[src/rtl/exposure_gain_ctrl.sv]
module exposure_gain_ctrl #(
  parameter int CNT_W     = 17,
  parameter int THR_W     = 9,
  parameter int EXP_W     = 18,
  parameter int EXP_MIN   = 64,
  parameter int EXP_RESET = 4096,
  parameter int COARSE_A  = 310,
  parameter int FINE_A    = 404,
  parameter int COARSE_B  = 260,
  parameter int FINE_B    = 325
) (
  input  logic             clk,
  input  logic             rst_n,
  input  logic             frame_start,
  input  logic [CNT_W-1:0] white_cnt,
  input  logic [THR_W-1:0] thr_dark,
  input  logic [THR_W-1:0] thr_bright,
  input  logic             mode_625,
  input  logic             auto_exp_en,
  input  logic             auto_gain_en,
  input  logic [EXP_W-1:0] host_exp,
  input  logic             host_exp_wr,
  input  logic [3:0]       host_gain,
  input  logic             host_gain_wr,
  output logic [EXP_W-1:0] exposure,
  output logic [3:0]       gain,
  output logic [2:0]       frame_class
);

  localparam int FINE_W = EXP_W / 2;
  localparam int PAD    = CNT_W - THR_W;
  localparam logic [EXP_W-1:0] MAX_A    = EXP_W'((COARSE_A << FINE_W) + FINE_A);
  localparam logic [EXP_W-1:0] MAX_B    = EXP_W'((COARSE_B << FINE_W) + FINE_B);
  localparam logic [EXP_W-1:0] MAX_HI   = (MAX_A > MAX_B) ? MAX_A : MAX_B;
  localparam logic [EXP_W-1:0] FLOOR    = EXP_W'(EXP_MIN);
  localparam logic [EXP_W-1:0] LOW_ZONE = EXP_W'(EXP_MIN + EXP_MIN / 4);
  localparam logic [3:0]       CEIL_RST = 4'b0111;

  typedef enum logic [2:0] {
    CLS_OK = 3'd0, CLS_LOW = 3'd1, CLS_DARK = 3'd2, CLS_HIGH = 3'd3, CLS_BRIGHT = 3'd4
  } cls_e;

  function automatic logic [3:0] legal_gain(input logic [3:0] v);
    if (v == 4'hF)       return 4'hF;
    else if (v >= 4'h7)  return 4'h7;
    else if (v >= 4'h3)  return 4'h3;
    else if (v >= 4'h1)  return 4'h1;
    else                 return 4'h0;
  endfunction

  logic [EXP_W-1:0] exp_q, exp_n, pend_exp;
  logic [3:0]       gain_q, gain_n, ceil_q, pend_gain;
  logic             exp_pend, gain_pend;
  cls_e             cls_q, cls_c;

  wire [CNT_W-1:0] t_dark      = {thr_dark, {PAD{1'b0}}};
  wire [CNT_W-1:0] t_dark_half = t_dark >> 1;
  wire [CNT_W:0]   t_bright    = {1'b0, thr_bright, {PAD{1'b0}}};
  wire [CNT_W:0]   t_bright_x2 = t_bright << 1;
  wire [CNT_W:0]   cnt_x       = {1'b0, white_cnt};

  always_comb begin
    if (white_cnt < t_dark_half)   cls_c = CLS_DARK;
    else if (white_cnt < t_dark)   cls_c = CLS_LOW;
    else if (cnt_x > t_bright_x2)  cls_c = CLS_BRIGHT;
    else if (cnt_x > t_bright)     cls_c = CLS_HIGH;
    else                           cls_c = CLS_OK;
  end

  wire              is_dark   = (cls_c == CLS_DARK)   || (cls_c == CLS_LOW);
  wire              is_bright = (cls_c == CLS_BRIGHT) || (cls_c == CLS_HIGH);
  wire              coarse    = (cls_c == CLS_DARK)   || (cls_c == CLS_BRIGHT);
  wire [EXP_W-1:0]  exp_max   = mode_625 ? MAX_A : MAX_B;
  wire [EXP_W-1:0]  near_max  = exp_max - (exp_max >> 3);

  wire [EXP_W-1:0]  step_raw  = coarse ? (exp_q >> 3) : (exp_q >> 6);
  wire [EXP_W-1:0]  step      = (step_raw == '0) ? EXP_W'(1) : step_raw;
  wire [EXP_W:0]    sum       = {1'b0, exp_q} + {1'b0, step};
  wire [EXP_W-1:0]  up_val    = (sum > {1'b0, exp_max}) ? exp_max : sum[EXP_W-1:0];
  wire [EXP_W-1:0]  dn_raw    = exp_q - step;
  wire [EXP_W-1:0]  dn_val    = (dn_raw < FLOOR) ? FLOOR : dn_raw;
  wire [EXP_W-1:0]  exp_load  = (pend_exp > exp_max) ? exp_max :
                                (pend_exp < FLOOR)   ? FLOOR   : pend_exp;

  wire              auto_gain_on = auto_exp_en & auto_gain_en;
  wire [3:0]        g_up    = {gain_q[2:0], 1'b1};
  wire [3:0]        g_dn    = {1'b0, gain_q[3:1]};
  wire [3:0]        ceil_nx = gain_pend ? pend_gain : ceil_q;
  wire              up_ok   = auto_gain_on && (gain_q != 4'hF) && (g_up <= ceil_q);
  wire              dn_ok   = auto_gain_on && (gain_q != 4'h0);

  always_comb begin
    exp_n  = exp_q;
    gain_n = gain_q;
    if (auto_exp_en) begin
      if (is_dark) begin
        if (exp_q >= near_max && up_ok) begin
          gain_n = g_up;
          exp_n  = exp_q >> 1;
        end else begin
          exp_n  = up_val;
        end
      end else if (is_bright) begin
        if (exp_q <= LOW_ZONE && dn_ok) begin
          gain_n = g_dn;
          exp_n  = exp_q << 1;
        end else begin
          exp_n  = dn_val;
        end
      end
    end
    if (gain_pend && !auto_gain_on) gain_n = pend_gain;
    if (auto_gain_on && gain_n > ceil_nx) gain_n = ceil_nx;
    if (exp_pend) exp_n = exp_load;
  end

  always_ff @(posedge clk) begin
    if (!rst_n) begin
      exp_q     <= EXP_W'(EXP_RESET);
      gain_q    <= 4'h0;
      ceil_q    <= CEIL_RST;
      cls_q     <= CLS_OK;
      exp_pend  <= 1'b0;
      gain_pend <= 1'b0;
      pend_exp  <= '0;
      pend_gain <= 4'h0;
    end else begin
      if (frame_start) begin
        exp_q     <= exp_n;
        gain_q    <= gain_n;
        ceil_q    <= ceil_nx;
        cls_q     <= cls_c;
        exp_pend  <= 1'b0;
        gain_pend <= 1'b0;
      end
      if (host_exp_wr) begin
        exp_pend <= 1'b1;
        pend_exp <= host_exp;
      end
      if (host_gain_wr) begin
        gain_pend <= 1'b1;
        pend_gain <= legal_gain(host_gain);
      end
    end
  end

  assign exposure    = exp_q;
  assign gain        = gain_q;
  assign frame_class = cls_q;

endmodule

[config.mk]
export PLATFORM = sky130hd
export DESIGN_NAME = exposure_gain_ctrl
export DESIGN_NICKNAME = d
export VERILOG_FILES = /design/src/rtl/exposure_gain_ctrl.sv
export SDC_FILE = /design/constraint.sdc
export NUM_CORES = 1
export LEC_CHECK = 0
export CAP_MARGIN = 20
export CORE_ASPECT_RATIO = 1.2
export CORE_MARGIN = 10
export CORE_UTILIZATION = 62
export CTS_CLUSTER_DIAMETER = 40
export DETAILED_ROUTE_END_ITERATION = 7
export PLACE_DENSITY = 0.88
export SYNTH_ARGS = -nofsm -noshare
export SYNTH_HDL_FRONTEND = slang
export SYNTH_SLANG_ARGS = --single-unit
[constraint.sdc]
create_clock -name clk -period 20.3 [get_ports clk]
set_input_delay 4.06 -clock clk [delete_from_list [all_inputs] [get_ports clk]]
set_output_delay 4.06 -clock clk [all_outputs]
set_load 0.02 [all_outputs]
# Yosys cells after proc, flatten, opt, wreduce, memory -nomap -nowiden
# Index checks and enable logic that the tools add are counted.
[totals]
inputBits = 65
output_inout_bits = 25
ff_bits = 53
wordCells = 83
[op_classes]
order_cmp = 15
n_mux = 32
bitwise = 1
addsub = 3
reduce_logical = 18
n_eq_ne = 6
[op_table]
columns = ["cell", "count"]
rows = [
  ["18-bit 2-to-1 mux", 10],
  ["15-bit 2-to-1 mux", 3],
  ["18-bit by 7-bit < comparator with 1-bit output (second input constant)", 2],
  ["4-bit 2-to-1 mux", 9],
  ["18-bit by 15-bit subtractor with 18-bit output", 2],
  ["18-bit by 15-bit adder with 19-bit output", 1],
  ["19-bit by 18-bit > comparator with 1-bit output", 1],
  ["18-bit greater-or-equal comparator", 1],
  ["17-bit by 18-bit > comparator with 1-bit output", 1],
  ["18-bit > comparator", 1],
  ["18-bit by 7-bit <= comparator with 1-bit output (second input constant)", 1],
  ["18-bit logical NOT", 1],
  ["17-bit > comparator", 1],
  ["17-bit by 16-bit < comparator with 1-bit output", 1],
  ["17-bit < comparator", 1],
  ["3-bit 2-to-1 mux", 4],
  ["1-bit logical AND", 7],
  ["3-bit by 2-bit == test with 1-bit output (second input constant)", 2],
  ["2-bit nonzero test", 3],
  ["4-bit == test (second input constant)", 1],
  ["4-bit by 1-bit greater-or-equal comparator with 1-bit output (second input constant)", 1],
  ["4-bit by 2-bit greater-or-equal comparator with 1-bit output (second input constant)", 1],
  ["4-bit by 3-bit greater-or-equal comparator with 1-bit output (second input constant)", 1],
  ["4-bit > comparator", 1],
  ["12 further kinds", 18],
]

# Logic depth before layout (Yosys ltp)
[depth]
word_depth = 18
ltp_mapped = 33
mapped_depth_nobuf = 31

# Least setup slack after synthesis
# Ideal clock, no wire load.
[synth_path]
path_kind = "input to register"
from = "input port thr_dark[7]"
to = "register exp_q[4], in the netlist exposure[4]"
path_slack_ns = 9.998
t_required_ns = 20.172
stages = 30
setup_time_ns = 0.128
arrival_time_ns = 10.174
n_path_buf = 2
cell_sequence = "inv_1 ha_1 a21o_1 a211o_1 a41oi_1 a21o_1 buf_1 mux2i_1 nand4_1 o21ai_0 ha_1 inv_1 fa_1 o21bai_1 o2111ai_1 a211oi_2 o21ai_1 nor2_1 nor2_1 o21bai_1 xnor2_1 ha_1 nand2_1 a31o_1 or4b_4 a311o_4 a21o_4 buf_6 a31oi_1 a31oi_1"
[synth_between]
elab_chain_cells = 16
word_cells_on_any_way = 28
classes_between = "2 x add/sub; 4 x order compare; 4 x eq/ne; 12 x mux; 6 x reduce/logical"
[synth_lines]
columns = ["item", "line_no", "text"]
rows = [
  ["from (decl)", "16", "input logic [THR_W-1:0] thr_dark,"],
  ["17-bit < comparator", "64", "else if (white_cnt < t_dark) cls_c = CLS_LOW;"],
  ["3-bit 2-to-1 mux", "64", ""],
  ["3-bit 2-to-1 mux (*)", "63", "if (white_cnt < t_dark_half) cls_c = CLS_DARK;"],
  ["3-bit by 2-bit == test with 1-bit output / 3-bit == test (equally long branches)", "70, 72, 71", ""],
  ["1-bit logical OR", "72", "wire coarse = (cls_c == CLS_DARK) || (cls_c == CLS_BRIGHT);"],
  ["15-bit 2-to-1 mux", "76", "wire [EXP_W-1:0] step_raw = coarse ? (exp_q >> 3) : (exp_q >> 6);"],
  ["18-bit logical NOT", "77", "wire [EXP_W-1:0] step = (step_raw == '0) ? EXP_W'(1) : step_raw;"],
  ["15-bit 2-to-1 mux", "77", ""],
  ["18-bit by 15-bit subtractor with 18-bit output", "80", "wire [EXP_W-1:0] dn_raw = exp_q - step;"],
  ["18-bit by 7-bit < comparator with 1-bit output", "81", "wire [EXP_W-1:0] dn_val = (dn_raw < FLOOR) ? FLOOR : dn_raw;"],
  ["18-bit 2-to-1 mux", "81", ""],
  ["18-bit 2-to-1 mux", "104", "if (exp_q <= LOW_ZONE && dn_ok) begin"],
  ["18-bit 2-to-1 mux", "103", "end else if (is_bright) begin"],
  ["18-bit 2-to-1 mux", "96", "if (is_dark) begin"],
  ["18-bit 2-to-1 mux", "95", "if (auto_exp_en) begin"],
  ["18-bit 2-to-1 mux", "114", "if (exp_pend) exp_n = exp_load;"],
  ["to (signal assigned)", "119", "exp_q <= EXP_W'(EXP_RESET);"],
  ["to (signal assigned)", "129", "exp_q <= exp_n;"],
  ["to (decl)", "51", "logic [EXP_W-1:0] exp_q, exp_n, pend_exp;"],
]
# Mark *: on every way between the ends. The rest lies on a longest branch, timed or not. The select of a mux whose other input is x is not followed.
# A chain may end at the register's enable or synchronous reset.

# Worst setup path after layout
[layout_path]
from = "input port white_cnt[9]"
to = "register exp_q[14], in the netlist exposure[14]"
[layout_between]
elab_chain_cells = 18
word_cells_on_any_way = 32
classes_between = "2 x add/sub; 6 x order compare; 4 x eq/ne; 14 x mux; 6 x reduce/logical"
[layout_lines]
columns = ["item", "line_no", "text"]
rows = [
  ["from (decl)", "15", "input logic [CNT_W-1:0] white_cnt,"],
  ["17-bit > comparator", "66", "else if (cnt_x > t_bright) cls_c = CLS_HIGH;"],
  ["2-bit 2-to-1 mux", "66", ""],
  ["3-bit 2-to-1 mux", "65", "else if (cnt_x > t_bright_x2) cls_c = CLS_BRIGHT;"],
  ["3-bit 2-to-1 mux", "64", ""],
  ["3-bit 2-to-1 mux (*)", "63", ""],
  ["3-bit by 2-bit == test with 1-bit output / 3-bit == test (equally long branches)", "70, 72, 71", ""],
  ["1-bit logical OR", "72", ""],
  ["15-bit 2-to-1 mux", "76", ""],
  ["(+2 left out)", "--", ""],
  ["18-bit by 15-bit subtractor with 18-bit output", "80", ""],
  ["18-bit by 7-bit < comparator with 1-bit output", "81", ""],
  ["18-bit 2-to-1 mux", "81", ""],
  ["18-bit 2-to-1 mux", "104", ""],
  ["18-bit 2-to-1 mux", "103", ""],
  ["18-bit 2-to-1 mux", "96", ""],
  ["18-bit 2-to-1 mux", "95", ""],
  ["18-bit 2-to-1 mux", "114", ""],
]
# Marked as above.

==> impl_results.md <==
* GP Congestion at between 1 and 1.5
* Worst Hold Slack at about 500 ps
* Final Skew at 7.65 ps
* Worst hold start: frame_class[2]$_SDFFE_PN0P_
* Largest stage delay, worst path at between 700 and 800 ps
* Outcome: finished, final reports clean
* Finished layout cell area at 7890 um^2
* Post-DP HPWL at ~16 mm
* Part of the power in combinational logic at 56.3%
* Via density at 6.67
* Placed Instance Area at ~7700 um^2
* Final net count at 1118
* R2r setup slk at 14390 ps
* CP endpoint kind: register
* Part of the Yosys area used for sequential elements at about 15%
* CTS Sinks at 53
* Reg-to-reg startpoint: exposure[17]$_SDFFE_PN0P_
* Rel. slew slack at between 20 and 30%
* Share of post-route cells with drive strength above 1 at between 3 and 4%
* Pint at between 200 and 300 uW
* CP max FO at 21
* Syn_area_per_cell at 7.72 um^2
* CP Launch Type: input port
* Max-cap violation count at 0
* Die height at approximately 140 um
* DR WL/cell at roughly 19 um
* Crit path kind: in -> reg
* Die Wd at 116 um
* H-tree depth at 2
* Clock root buffer: clkbuf_16
* Leakage at roughly 3.5 nW
* Pwr dens at 64.5 nW/um^2
* Fraction of registers with async set/reset at 0%
* Max-slew violations at 0
* Area leader, netlist: ha_1
* Initial antenna violation count at 0
* Synth warn at 0
* CTS tree: done
* Clk_lat worst skew at approximately 300 ps
* Routed wire length at between 20 and 25 mm
* Flop pwr share at between 20% and 30%
* Largest net degree at the start of global routing at 58
* Worst Path Required at just over 20000 ps
* Sw Share at between 40% and 50%
* Routed Antenna Nets at 0
* Finish-stage setup viols at 0
* Post-route insts no fill at about 1100
* Fin. Hold Viols at 0
* Worst Tran Pin Value at 1080 ps
* Vias in the first global route at around 7000
* Synth Flop Type: dfxtp_1
* Initial core utilization at 62.9%
* Crit path time final at ~12000 ps
* Synth top area share at between 10% and 20%
* Fmax at 86.9 MHz
* ANT cells at 0
* Post-Place Worst Slack at approximately 8600 ps
* Maximum vdd drop at between 60 and 70 uV
* Maximum clock insertion buffer count at 2
* Post-Syn Instances at between 800 and 900
* Residual DRC count at 0
* Hold buffer count at CTS at 0
* First-pass GRT wire length at between 30 and 40 mm
* Row count at 42
* Setup TNS at 0 ps
* Seq cells post-synth at 53
* Clock share of power at ~17%
* Starting DRT DRC Count at ~820
* Setup ws final at between 8000 and 9000 ps
* First-pass DRT Iterations at 6
* Syn nets at between 1000 and 1500
* Sw power at approximately 230 uW
* Fin crit share at a little under three fifths
* WP data arrival at approximately 12000 ps
* Number of synthesized flops with an enable pin at 0
* Clock-pin slew on the worst setup and hold paths at ~70 ps
* Synthesized area at about 7000 um^2
* Critical-path top delay cell: a21o_1
* Synth top area cells: ha_1 (18%), dfxtp_1 (15%), mux2i_1 (5.1%)
* Fill cells at 868
* Hold Crit Class: reg -> reg
* Via Count at roughly 7200
* Die area at between 15000 and 20000 um^2
* Total CTS buffers at 5
* Unique masters post-synth at 86
* RSZ-0062 raised after global routing: no
* Port bufs at 89
* CTS resizes at 0
* Critical Path Start: white_cnt[9]
* GRT overflow at 0
* Postcts setup bufs at 0
* Syn-to-layout area delta at 14.7%
* Core area at around 11000 um^2
* Placed insts at 1076
* I/O Pins at 90
* Gr usage total at between 20% and 30%
==> flip-flops by register name, summed over array words and instances, names as in the netlist <==
register,count
gain,4
pend_exp,18
ceil_q,4
pend_gain,4
exp_pend,1
frame_class,3
exposure,18
gain_pend,1
==> power groups by stage <==
stage               Combinational, mW  Clock [mW]  Sequential (mW)
finish                          0.287      0.0862            0.136
global route                    0.313      0.0897            0.137
CTS                             0.280      0.0863            0.135
detailed placement              0.278           0            0.137
global placement                0.274           0            0.137
floorplan                       0.198           0            0.132
==> placed cells by master, fill, tap and decap left out, drive strengths merged, types with 16 or more instances in the layout <==
cell	n
mux2i	35
a31oi	26
nor3	26
nand3	23
a21o	16
nand2	63
dfxtp	53
inv	67
clkdlybuf4s50	89
a211oi	21
a21oi	64
nor2	62
ha	100
nor2b	31
xnor2	21
nand2b	19
o21ai	56
==> cells in the mapped netlist, types with 4 or more instances <==
cell type and instances:
ha_1 100, a21oi_1 63, inv_1 63, nand2_1 63
nor2_1 62, dfxtp_1 53, o21ai_0 53, mux2i_1 35
nor2b_1 31, a31oi_1 26, nor3_1 25, clkbuf_1 23
nand3_1 23, xnor2_1 21, nand2b_1 19, a211oi_1 18
a21o_1 14, nand4_1 13, o21a_1 11, o31ai_1 11
o211ai_1 10, buf_6 9, a21boi_0 8, nor4_1 7
or4_1 6, and2_1 5, and3_1 5, o211a_1 5
a211o_1 4, inv_2 4, o21bai_1 4, o22ai_1 4
o311ai_0 4
==> final cells by class <==
cell class	instances	area [um^2]	area share [%]
well taps	132	165	2.09
repair buffers	93	921	11.7
clock buffers	7	143	1.81
flip-flops and latches	53	1060	13.5
inverters	68	255	3.24
multi-input cells	730	5340	67.7
==> layer usage <==
| metal | share of wire (%) | global-route usage, % | wire, um |
|---|---|---|---|
| met5 | 0 | 0 | 0 |
| met4 | 4.5 | 13.2 | 953 |
| met1 | 40 | 32.6 | 8420 |
| met3 | 8.1 | 3.72 | 1700 |
| met2 | 48 | 44.9 | 10000 |
==> critical path: cells and delay by family <==
family,cells,cell delay (ps)
compound gates,14,3950
simple gates,8,1190
buf+inv,3,670
mux,1,480
fa+ha+maj,4,1250
xor+xnor,1,120
==> final timing paths <==
path	endpoint	depth (start not counted)
worst max-delay path	exposure[14]$_SDFFE_PN0P_	31
worst min-delay path	frame_class[2]$_SDFFE_PN0P_	2
worst max register to register	exposure[14]$_SDFFE_PN0P_	22
worst min register to register	frame_class[2]$_SDFFE_PN0P_	2
==> cell families after synthesis <==
family,synth area share (%)
multiplexers,5.10
XOR/XNOR,2.93
AO/OA/AOI/OAI,30.3
AND/OR/NAND/NOR,20.5
buffers and inverters,6.99
adder cells (fa/ha/maj),18.8
flip-flops,15.4
==> metrics by stage <==
stage	power, mW	util [%]
floorplan	0.330	-
global placement	0.411	70.8
detailed placement	0.415	70.8
CTS	0.501	72.1
global route	0.540	72.1
finish	0.509	72.1
No activity file was read; power rests on OpenSTA's default activity.
